==> src/rtl/startup_seq_pkg.sv <==
package startup_seq_pkg;

  typedef enum logic [2:0] {
    ST_IDLE   = 3'd0,
    ST_SS1    = 3'd1,
    ST_SETTLE = 3'd2,
    ST_WAITPK = 3'd3,
    ST_DELAY  = 3'd4,
    ST_DONE   = 3'd5
  } seqState_t;

  typedef enum logic [1:0] {
    RAMP_OFF  = 2'd0,
    RAMP_RUN  = 2'd1,
    RAMP_FULL = 2'd2
  } rampMode_t;

  // control -> datapath strobes
  typedef struct packed {
    logic      clrPhase;
    logic      clrBias;
    logic      runBias;
    logic      ccmEnable;
    rampMode_t rampMode;
  } dpStrobe_t;

  // datapath -> control terminal-count flags
  typedef struct packed {
    logic ss1Expired;
    logic settleDone;
    logic delayDone;
  } dpStatus_t;

endpackage

==> src/rtl/startup_seq_dpath.sv <==
module startup_seq_dpath
  import startup_seq_pkg::*;
#(
  parameter int BIAS_TICKS   = 1000,
  parameter int CCM_TICKS    = 4,
  parameter int RAMP_TICKS   = 52,
  parameter int SS1_TICKS    = 200,
  parameter int SETTLE_TICKS = 90,
  parameter int DELAY_TICKS  = 3,
  parameter int CODE_W       = 8
) (
  input  logic              clk,
  input  logic              rstN,
  input  logic              msTick,
  input  dpStrobe_t         strobe,
  output dpStatus_t         status,
  output logic              biasEn,
  output logic              ccmPrevent,
  output logic [CODE_W-1:0] rampCeil
);

  localparam int MAX_A   = (SS1_TICKS > SETTLE_TICKS) ? SS1_TICKS : SETTLE_TICKS;
  localparam int MAX_B   = (RAMP_TICKS > DELAY_TICKS) ? RAMP_TICKS : DELAY_TICKS;
  localparam int PH_MAX  = (MAX_A > MAX_B) ? MAX_A : MAX_B;
  localparam int PH_W    = $clog2(PH_MAX + 1);
  localparam int BIAS_W  = $clog2(BIAS_TICKS + 1);
  localparam int CODE_MAX = (1 << CODE_W) - 1;

  logic [PH_W-1:0]   phaseCnt;
  logic [BIAS_W-1:0] biasCnt;
  logic [PH_W-1:0]   rampPos;

  // phase timer, restarted on every state change, saturating
  always_ff @(posedge clk or negedge rstN) begin
    if (!rstN) begin
      phaseCnt <= '0;
    end else if (strobe.clrPhase) begin
      phaseCnt <= '0;
    end else if (msTick && (phaseCnt != PH_W'(PH_MAX))) begin
      phaseCnt <= phaseCnt + 1'b1;
    end
  end

  // bias hold-off timer
  always_ff @(posedge clk or negedge rstN) begin
    if (!rstN) begin
      biasCnt <= '0;
    end else if (strobe.clrBias) begin
      biasCnt <= '0;
    end else if (strobe.runBias && msTick && (biasCnt != BIAS_W'(BIAS_TICKS))) begin
      biasCnt <= biasCnt + 1'b1;
    end
  end

  assign biasEn = (biasCnt != BIAS_W'(BIAS_TICKS));

  always_comb begin
    status.ss1Expired = msTick && (phaseCnt == PH_W'(SS1_TICKS - 1));
    status.settleDone = msTick && (phaseCnt == PH_W'(SETTLE_TICKS - 1));
    status.delayDone  = msTick && (phaseCnt == PH_W'(DELAY_TICKS - 1));
  end

  assign ccmPrevent = strobe.ccmEnable && (phaseCnt < PH_W'(CCM_TICKS));

  // duty ceiling: linear ramp to full scale, then hold
  always_comb begin
    rampPos = (phaseCnt > PH_W'(RAMP_TICKS)) ? PH_W'(RAMP_TICKS) : phaseCnt;
    unique case (strobe.rampMode)
      RAMP_RUN:  rampCeil = CODE_W'((32'(rampPos) * 32'(CODE_MAX)) / 32'(RAMP_TICKS));
      RAMP_FULL: rampCeil = CODE_W'(CODE_MAX);
      default:   rampCeil = '0;
    endcase
  end

  // once the bias is off it stays off until the timer is cleared
  a_r2_bias_stays_off : assert property (@(posedge clk) disable iff (!rstN)
    (!biasEn && !strobe.clrBias) |=> !biasEn);

  // CCM prevent window never reaches past its tick limit
  a_r4_ccm_short : assert property (@(posedge clk) disable iff (!rstN)
    (ccmPrevent && msTick && !strobe.clrPhase && (phaseCnt == PH_W'(CCM_TICKS - 1))) |=> !ccmPrevent);

endmodule

==> src/rtl/startup_seq_ctrl.sv <==
module startup_seq_ctrl
  import startup_seq_pkg::*;
(
  input  logic      clk,
  input  logic      rstN,
  input  logic      supplyOk,
  input  logic      comvLow,
  input  logic      peakPulse,
  input  dpStatus_t status,
  output dpStrobe_t strobe,
  output logic      pGainSel,
  output logic      inSs1,
  output logic      inSs2,
  output logic      seqDone
);

  seqState_t state, nextState;

  always_comb begin
    nextState = state;
    unique case (state)
      ST_IDLE:   if (supplyOk) nextState = ST_SS1;
      ST_SS1:    if (comvLow || status.ss1Expired) nextState = ST_SETTLE;
      ST_SETTLE: if (status.settleDone) nextState = ST_WAITPK;
      ST_WAITPK: if (peakPulse) nextState = ST_DELAY;
      ST_DELAY:  if (status.delayDone) nextState = ST_DONE;
      ST_DONE:   nextState = ST_DONE;
      default:   nextState = ST_IDLE;
    endcase
    if (!supplyOk) nextState = ST_IDLE;
  end

  always_ff @(posedge clk or negedge rstN) begin
    if (!rstN) state <= ST_IDLE;
    else       state <= nextState;
  end

  always_comb begin
    strobe.clrPhase  = (nextState != state) || (state == ST_IDLE);
    strobe.clrBias   = (state == ST_IDLE) || !supplyOk;
    strobe.runBias   = (state != ST_IDLE);
    strobe.ccmEnable = (state == ST_SS1);
    unique case (state)
      ST_IDLE: strobe.rampMode = RAMP_OFF;
      ST_SS1:  strobe.rampMode = RAMP_RUN;
      default: strobe.rampMode = RAMP_FULL;
    endcase
  end

  assign inSs1    = (state == ST_SS1);
  assign inSs2    = (state == ST_SETTLE) || (state == ST_WAITPK) || (state == ST_DELAY);
  assign pGainSel = inSs1 || inSs2;
  assign seqDone  = (state == ST_DONE);

  // supply loss forces idle
  a_r11_drop_to_idle : assert property (@(posedge clk) disable iff (!rstN)
    !supplyOk |=> (state == ST_IDLE));

  // supply good leaves idle for phase one
  a_r3_start : assert property (@(posedge clk) disable iff (!rstN)
    (state == ST_IDLE && supplyOk) |=> (state == ST_SS1));

  // settle is not cut short by a peak
  a_r9_settle_hold : assert property (@(posedge clk) disable iff (!rstN)
    (state == ST_SETTLE && supplyOk && !status.settleDone) |=> (state == ST_SETTLE));

  // done is sticky while supply is good
  a_r12_done_hold : assert property (@(posedge clk) disable iff (!rstN)
    (seqDone && supplyOk) |=> seqDone);

endmodule

==> src/rtl/startup_sequencer.sv <==
module startup_sequencer
  import startup_seq_pkg::*;
#(
  parameter int BIAS_TICKS   = 1000,
  parameter int CCM_TICKS    = 4,
  parameter int RAMP_TICKS   = 52,
  parameter int SS1_TICKS    = 200,
  parameter int SETTLE_TICKS = 90,
  parameter int DELAY_TICKS  = 3,
  parameter int CODE_W       = 8
) (
  input  logic              clk,
  input  logic              rstN,
  input  logic              msTick,
  input  logic              supplyOk,
  input  logic              comvLow,
  input  logic              peakPulse,
  output logic              biasEn,
  output logic              ccmPrevent,
  output logic [CODE_W-1:0] rampCeil,
  output logic              pGainSel,
  output logic              inSs1,
  output logic              inSs2,
  output logic              seqDone
);

  dpStrobe_t strobe;
  dpStatus_t status;

  startup_seq_ctrl ctrl_i (
    .clk       (clk),
    .rstN      (rstN),
    .supplyOk  (supplyOk),
    .comvLow   (comvLow),
    .peakPulse (peakPulse),
    .status    (status),
    .strobe    (strobe),
    .pGainSel  (pGainSel),
    .inSs1     (inSs1),
    .inSs2     (inSs2),
    .seqDone   (seqDone)
  );

  startup_seq_dpath #(
    .BIAS_TICKS   (BIAS_TICKS),
    .CCM_TICKS    (CCM_TICKS),
    .RAMP_TICKS   (RAMP_TICKS),
    .SS1_TICKS    (SS1_TICKS),
    .SETTLE_TICKS (SETTLE_TICKS),
    .DELAY_TICKS  (DELAY_TICKS),
    .CODE_W       (CODE_W)
  ) dpath_i (
    .clk        (clk),
    .rstN       (rstN),
    .msTick     (msTick),
    .strobe     (strobe),
    .status     (status),
    .biasEn     (biasEn),
    .ccmPrevent (ccmPrevent),
    .rampCeil   (rampCeil)
  );

  // ceiling never falls while phase one continues
  a_r5_ramp_rises : assert property (@(posedge clk) disable iff (!rstN)
    (strobe.rampMode == RAMP_RUN && supplyOk) |=> (rampCeil >= $past(rampCeil)));

  // CCM prevent only happens under proportional gain
  a_r4_ccm_in_pgain : assert property (@(posedge clk) disable iff (!rstN)
    ccmPrevent |-> pGainSel);

endmodule

==> config.mk <==
export PLATFORM = sky130hd
export DESIGN_NAME = startup_sequencer
export DESIGN_NICKNAME = d
export VERILOG_FILES = /design/src/rtl/startup_seq_pkg.sv /design/src/rtl/startup_seq_dpath.sv /design/src/rtl/startup_seq_ctrl.sv /design/src/rtl/startup_sequencer.sv
export SDC_FILE = /design/constraint.sdc
export NUM_CORES = 1
export LEC_CHECK = 0
export ABC_CLOCK_PERIOD_IN_PS = 26400
export CORE_UTILIZATION = 34
export DETAILED_ROUTE_END_ITERATION = 16
export DONT_BUFFER_PORTS = 1
export PLACE_DENSITY = 0.5
export SETUP_SLACK_MARGIN = 0.02
export SYNTH_ARGS = -nofsm -noshare
export SYNTH_HDL_FRONTEND = slang
export SYNTH_HIERARCHICAL = 1
export SYNTH_SLANG_ARGS = --single-unit
==> constraint.sdc <==
create_clock -name clk -period 26.4 [get_ports clk]
set_input_delay 5.28 -clock clk [delete_from_list [all_inputs] [get_ports clk]]
set_output_delay 5.28 -clock clk [all_outputs]
set_load 0.02 [all_outputs]
# --- Word level (Yosys, flattened, before mapping) ---
# Index checks and enable logic that the tools add are counted.
totals:
  register_bits: 21
  latch_bits: 0
  ramBits: 0
  rom_bits: 0
  out_inout_bits: 14
  mem_count: 0
op_classes:
  n_addsub: 2
  mul: 1
  div: 1
  order_cmp: 2
  eq_ne: 13
  shifts: 0
  mux: 13
  n_bitwise: 0
  reduce_logical: 18
ops:
  columns: ["operator", "count"]
  rows:
  - ["$div 16x6->32 const B", 1]
  - ["$mux 8", 3]
  - ["$mux 10", 2]
  - ["$pmux 3 s6", 1]
  - ["$mul 8x8->16 const B", 1]
  - ["$pmux 8 s2", 1]
  - ["$mux 3", 5]
  - ["$add 10x1->10 const B", 1]
  - ["$ne 10x10->1 const B", 1]
  - ["$add 8x1->8 const B", 1]
  - ["$eq 8x2->1 const B", 1]
  - ["$eq 8x7->1 const B", 1]
  - ["$eq 8x8->1 const B", 1]
  - ["$gt 8x6->1 const B", 1]
  - ["$lt 8x3->1 const B", 1]
  - ["$ne 8x8->1 const B", 1]
  - ["$logic_and 1x1->1", 7]
  - ["$eq 3x2->1 const B", 2]
  - ["$eq 3x3->1 const B", 2]
  - ["$logic_or 1x1->1", 6]
  - ["$pmux 2 s2", 1]
  - ["$reduce_bool 2->1", 2]
  - ["$eq 3x1->1 const B", 1]
  - ["$logic_not 3->1", 1]
  - ["5 further kinds", 5]

# --- Longest topological paths before layout ---
depth:
  ltp_word: 9
  depth_mapped: 52

# --- Modules after synthesis ---
# The synthesis kept the hierarchy.
by_module_without_submodules:
  columns: ["mod", "n_inst", "cells_per_inst", "area_per_inst_um2", "seq_area_each_um2"]
  rows:
  - ["startup_seq_dpath", 1, 693, 5291.3, 450.4]
  - ["startup_seq_ctrl", 1, 43, 325.3, 75.1]

# --- Least setup slack after synthesis ---
# OpenSTA, ideal clock, no wires.
synth_path:
  kind: "register -> output"
  from: "reg dpath_i.phaseCnt[0]"
  to: "out rampCeil[0]"
  arrival_ns: 10.757
  setup_slack_ns: 10.363
  stages_incl_launch_ff: 50
  n_path_buf: 4
  cell_sequence: "dfrtp_1 inv_1 ha_1 inv_1 a21oi_1 nor2_1 nor3_1 and2_1 inv_1 fa_1 inv_1 fa_1 fa_1 inv_1 fa_1 inv_1 ha_1 a21oi_1 [... 14 more ...] buf_6 nand4_1 and4_4 a211o_1 nor3b_2 o21ai_1 a211oi_1 mux2i_1 o21a_1 buf_2 o211ai_1 and3_1 buf_6 a21boi_2 o22ai_2 or3_1 a211o_1 a31oi_1"
synth_via:
  elab_chain_len: 5
synth_lines:
  columns: ["element", "line_no", "source"]
  rows:
  - ["start: declaration", "startup_seq_dpath.sv:29", "logic [PH_W-1:0] phaseCnt;"]
  - ["start signal: assignment", "startup_seq_dpath.sv:40", "phaseCnt <= phaseCnt + 1'b1;"]
  - ["$gt 8x6->1", "startup_seq_dpath.sv:67", "rampPos = (phaseCnt > PH_W'(RAMP_TICKS)) ? PH_W'(RAMP_TICKS) : phaseCnt;"]
  - ["$mux 8 (*)", "startup_seq_dpath.sv:67", null]
  - ["$mul 8x8->16 (*)", "startup_seq_dpath.sv:69", "RAMP_RUN: rampCeil = CODE_W'((32'(rampPos) * 32'(CODE_MAX)) / 32'(RAMP_TICKS));"]
  - ["$div 16x6->32 (*)", "startup_seq_dpath.sv:69", null]
  - ["$pmux 8 s2 (*)", "startup_seq_dpath.sv:68", "unique case (strobe.rampMode)"]
  - ["end: declaration", "startup_sequencer.sv:20", "output logic [CODE_W-1:0] rampCeil,"]
# Every way passes the cells marked *; elsewhere a longest branch is shown, timed or not.

# --- Worst setup path in the final report ---
# Ends and elaborated chain as after synthesis.

==> results.sh <==
export IMPL_htreeDepth=1
export IMPL_drt_pre_antenna_iters=5
export IMPL_yosysMostFrequentCell="nor2_1"
export IMPL_ctsHoldBuffers=0
export IMPL_overflow=0
export IMPL_hold_violations=0
export IMPL_maxSlewViolCount=0
export IMPL_r2r_setup_slack_ps=23600
export IMPL_cts_tree="built"
export IMPL_antenna_found_initial=0
export IMPL_fin_nets=803
export IMPL_synth_ff_type="dfrtp_1"
export IMPL_dp_hpwl_um=11460
export IMPL_rows=46
export IMPL_antenna_left=0
export IMPL_ys_warn_count=6
export IMPL_r2r_start="dpath_i/phaseCnt[2]"
export IMPL_finalClockSkew_ps=4.561
export IMPL_slew_headroom_pct=23.15
export IMPL_period_needed_ps=17620
export IMPL_clock_latency_ps=250
export IMPL_drt_iter0_drc=271
export IMPL_grt_pass1_vias=4873
export IMPL_initial_core_util_pct=35.10
export IMPL_die_h_um=130.5
export IMPL_critPathMaxStageDelay_ps=600
export IMPL_worst_path_most_repeated_cell="inv_1"
export IMPL_ys_ff_latch=21
export IMPL_ctsResizeCount=0
export IMPL_die_w_um=130.5
export IMPL_wl_per_cell_um=15.09
export IMPL_synth_seq_area_share_pct=9.356
export IMPL_die_area_um2=17040
export IMPL_outcome="complete, no violations"
export IMPL_reg2regPathDepth=6
export IMPL_port_buffers=0
export IMPL_synth_area_leaders="ha_1, fa_1, dfrtp_1, nor2_1, a21oi_1"
export IMPL_path_class="reg -> out"
export IMPL_cp_slowest_cell="nor3b_2"
export IMPL_synth_commonest_cells="nor2_1, inv_1, a21oi_1"
export IMPL_routabilityCongestion=0.8762
export IMPL_postCtsSetupRepairBufs=0
export IMPL_core_area_um2=16000
export IMPL_min_delay_start="dpath_i/biasCnt[9]"
export IMPL_reg2reg_to="dpath_i/phaseCnt[7]"
export IMPL_cts_buffers=3
export IMPL_grt_usage_pct=16.59
export IMPL_ys_types=99
export IMPL_ios=20
export IMPL_maxCapViolCount=0
export IMPL_worst_pin_slew_ps=1144
export IMPL_syn_area_um2=5617
export IMPL_synth_largest_area_cell="ha_1"
export IMPL_grt_max_degree=22
export IMPL_synth_cells=736
export IMPL_viasPerCell=5.672
export IMPL_final_layout_size_suffix_gt1_share_pct=6.796
export IMPL_synth_edff_count=0
export IMPL_cp_arrival_ps=12340
export IMPL_finalCritPeriodShare_pct=66.75
export IMPL_cts_sinks=21
export IMPL_wl_um=14140
export IMPL_synthArstFlopShare_pct=100.0
export IMPL_cp_end_kind="primary output"
export IMPL_avgSynthCellArea_um2=7.631
export IMPL_clk_pin_slew_worst_paths_ps=60
export IMPL_grt_setup_unrepaired="false"
export IMPL_syn2layout_area_growth_pct=3.631
export IMPL_whs_path_depth=2
export IMPL_crit_required_ps=21120
export IMPL_post_route_drc_count=0
export IMPL_cts_max_path_buffers=2
export IMPL_diodes=0
export IMPL_yosysTopAreaCellShare_pct=10.69
export IMPL_hold_class="reg -> reg"
export IMPL_finalSetupTns_ps=0
export IMPL_dr_total_vias=5315
export IMPL_fmax_ghz=0.05675
export IMPL_crit_fanout=10
export IMPL_hold_path_endpoint="dpath_i/biasCnt[9]"
export IMPL_critical_path_startpoint_type="flip-flop"
export IMPL_grt_pass1_wl_um=23440
export IMPL_cts_root_buf="clkbuf_16"
export IMPL_setup_viol=0
## registers in the layout, indices dropped and copies added, names as in the netlist
register,count
dpath_i/phaseCnt,8
dpath_i/biasCnt,10
ctrl_i/state,3
## cell type report
cell class | instances | area (um^2)
clock buffers | 3 | 75.07
clock inverters | 1 | 5.005
fillers | 1705 | 10180
inverters | 69 | 259.0
multi-input cells | 627 | 4686
flip-flops and latches | 21 | 525.5
well taps | 216 | 270.3
## critical path, delay by kind of cell, from the launching register on
family	cells	cell delay, ps
AOI/OAI and AO/OA	18	4350
and+or+nand+nor	14	3640
adders and majority gates	7	2890
buffers and inverters	6	450
DFF	1	420
muxes	1	300
## kinds of logic (layout without fill, tap and decap cells)
kind of cell,after synthesis,in the layout,synth area share (%)
multiplexers,13,13,2.406
other,2,14,0.1337
AO/OA/AOI/OAI,214,214,28.02
adder cells (fa/ha/maj),77,77,20.67
flip-flops,21,21,9.356
buffers and inverters,100,73,8.020
AND/OR/NAND/NOR,271,271,25.46
XOR/XNOR,38,38,5.926
## worst max path at each step
stage	start	end	slack, ps	cells past startpoint
after global placement	dpath_i/phaseCnt[0]	rampCeil[0]	9300	46
after global routing	dpath_i/phaseCnt[0]	rampCeil[0]	7740	46
final	dpath_i/phaseCnt[0]	rampCeil[0]	8780	46
after detailed placement	dpath_i/phaseCnt[0]	rampCeil[0]	9160	46
after floorplan	dpath_i/phaseCnt[0]	rampCeil[0]	10360	49
after CTS	dpath_i/phaseCnt[0]	rampCeil[0]	8870	46
## through the flow
step	std cells	setup WS (ps)	hold WS [ps]	cell area, um^2	utilization, %
3_3_place_gp	933	9303	523.2	5741	35.88
6_report	937	8779	539.4	5821	36.38
3_5_place_dp	933	9164	522.9	5741	35.88
2_1_floorplan	748	10360	497.1	5662	-
5_1_grt	937	7740	568.9	5821	36.38
4_1_cts	937	8866	539.2	5821	36.38
## cells in the final DEF (no fill, tap or decap), types with 4 or more instances in the layout
cell type  count
a211o_1        8
a211oi_1       8
a21o_1         9
a21oi_1       52
a22o_1         4
a31oi_1        6
and2_1        12
and3_1        13
conb_1        14
dfrtp_1       21
fa_1          27
ha_1          48
inv_1         67
mux2i_1       12
nand2_1       46
nand2b_1       8
nand3_1       28
nand4_1       15
nor2_1        71
nor3_1        20
nor4_1         4
o2111ai_1      5
o211ai_1      19
o21a_1         5
o21ai_0       25
o21ai_1        6
o21ai_2        4
o221ai_1       6
o31ai_2        4
or2_2          4
or3_1         17
xnor2_1       21
xor2_1        17
## routing by layer
metal | global-route usage, % | up-vias | share of wire, % | wire, um
met5 | 0 | - | 0 | 0
met2 | 28.79 | 144 | 49 | 6924
met3 | 1.547 | 18 | 4.6 | 644
met4 | 3.651 | 0 | 1.3 | 181
li1 | - | 2643 | - | -
met1 | 22.24 | 2510 | 45 | 6387
Power is left out: the tool's default activity adds up to more than one toggle a clock period on the data nets, which glitch-free logic cannot reach.
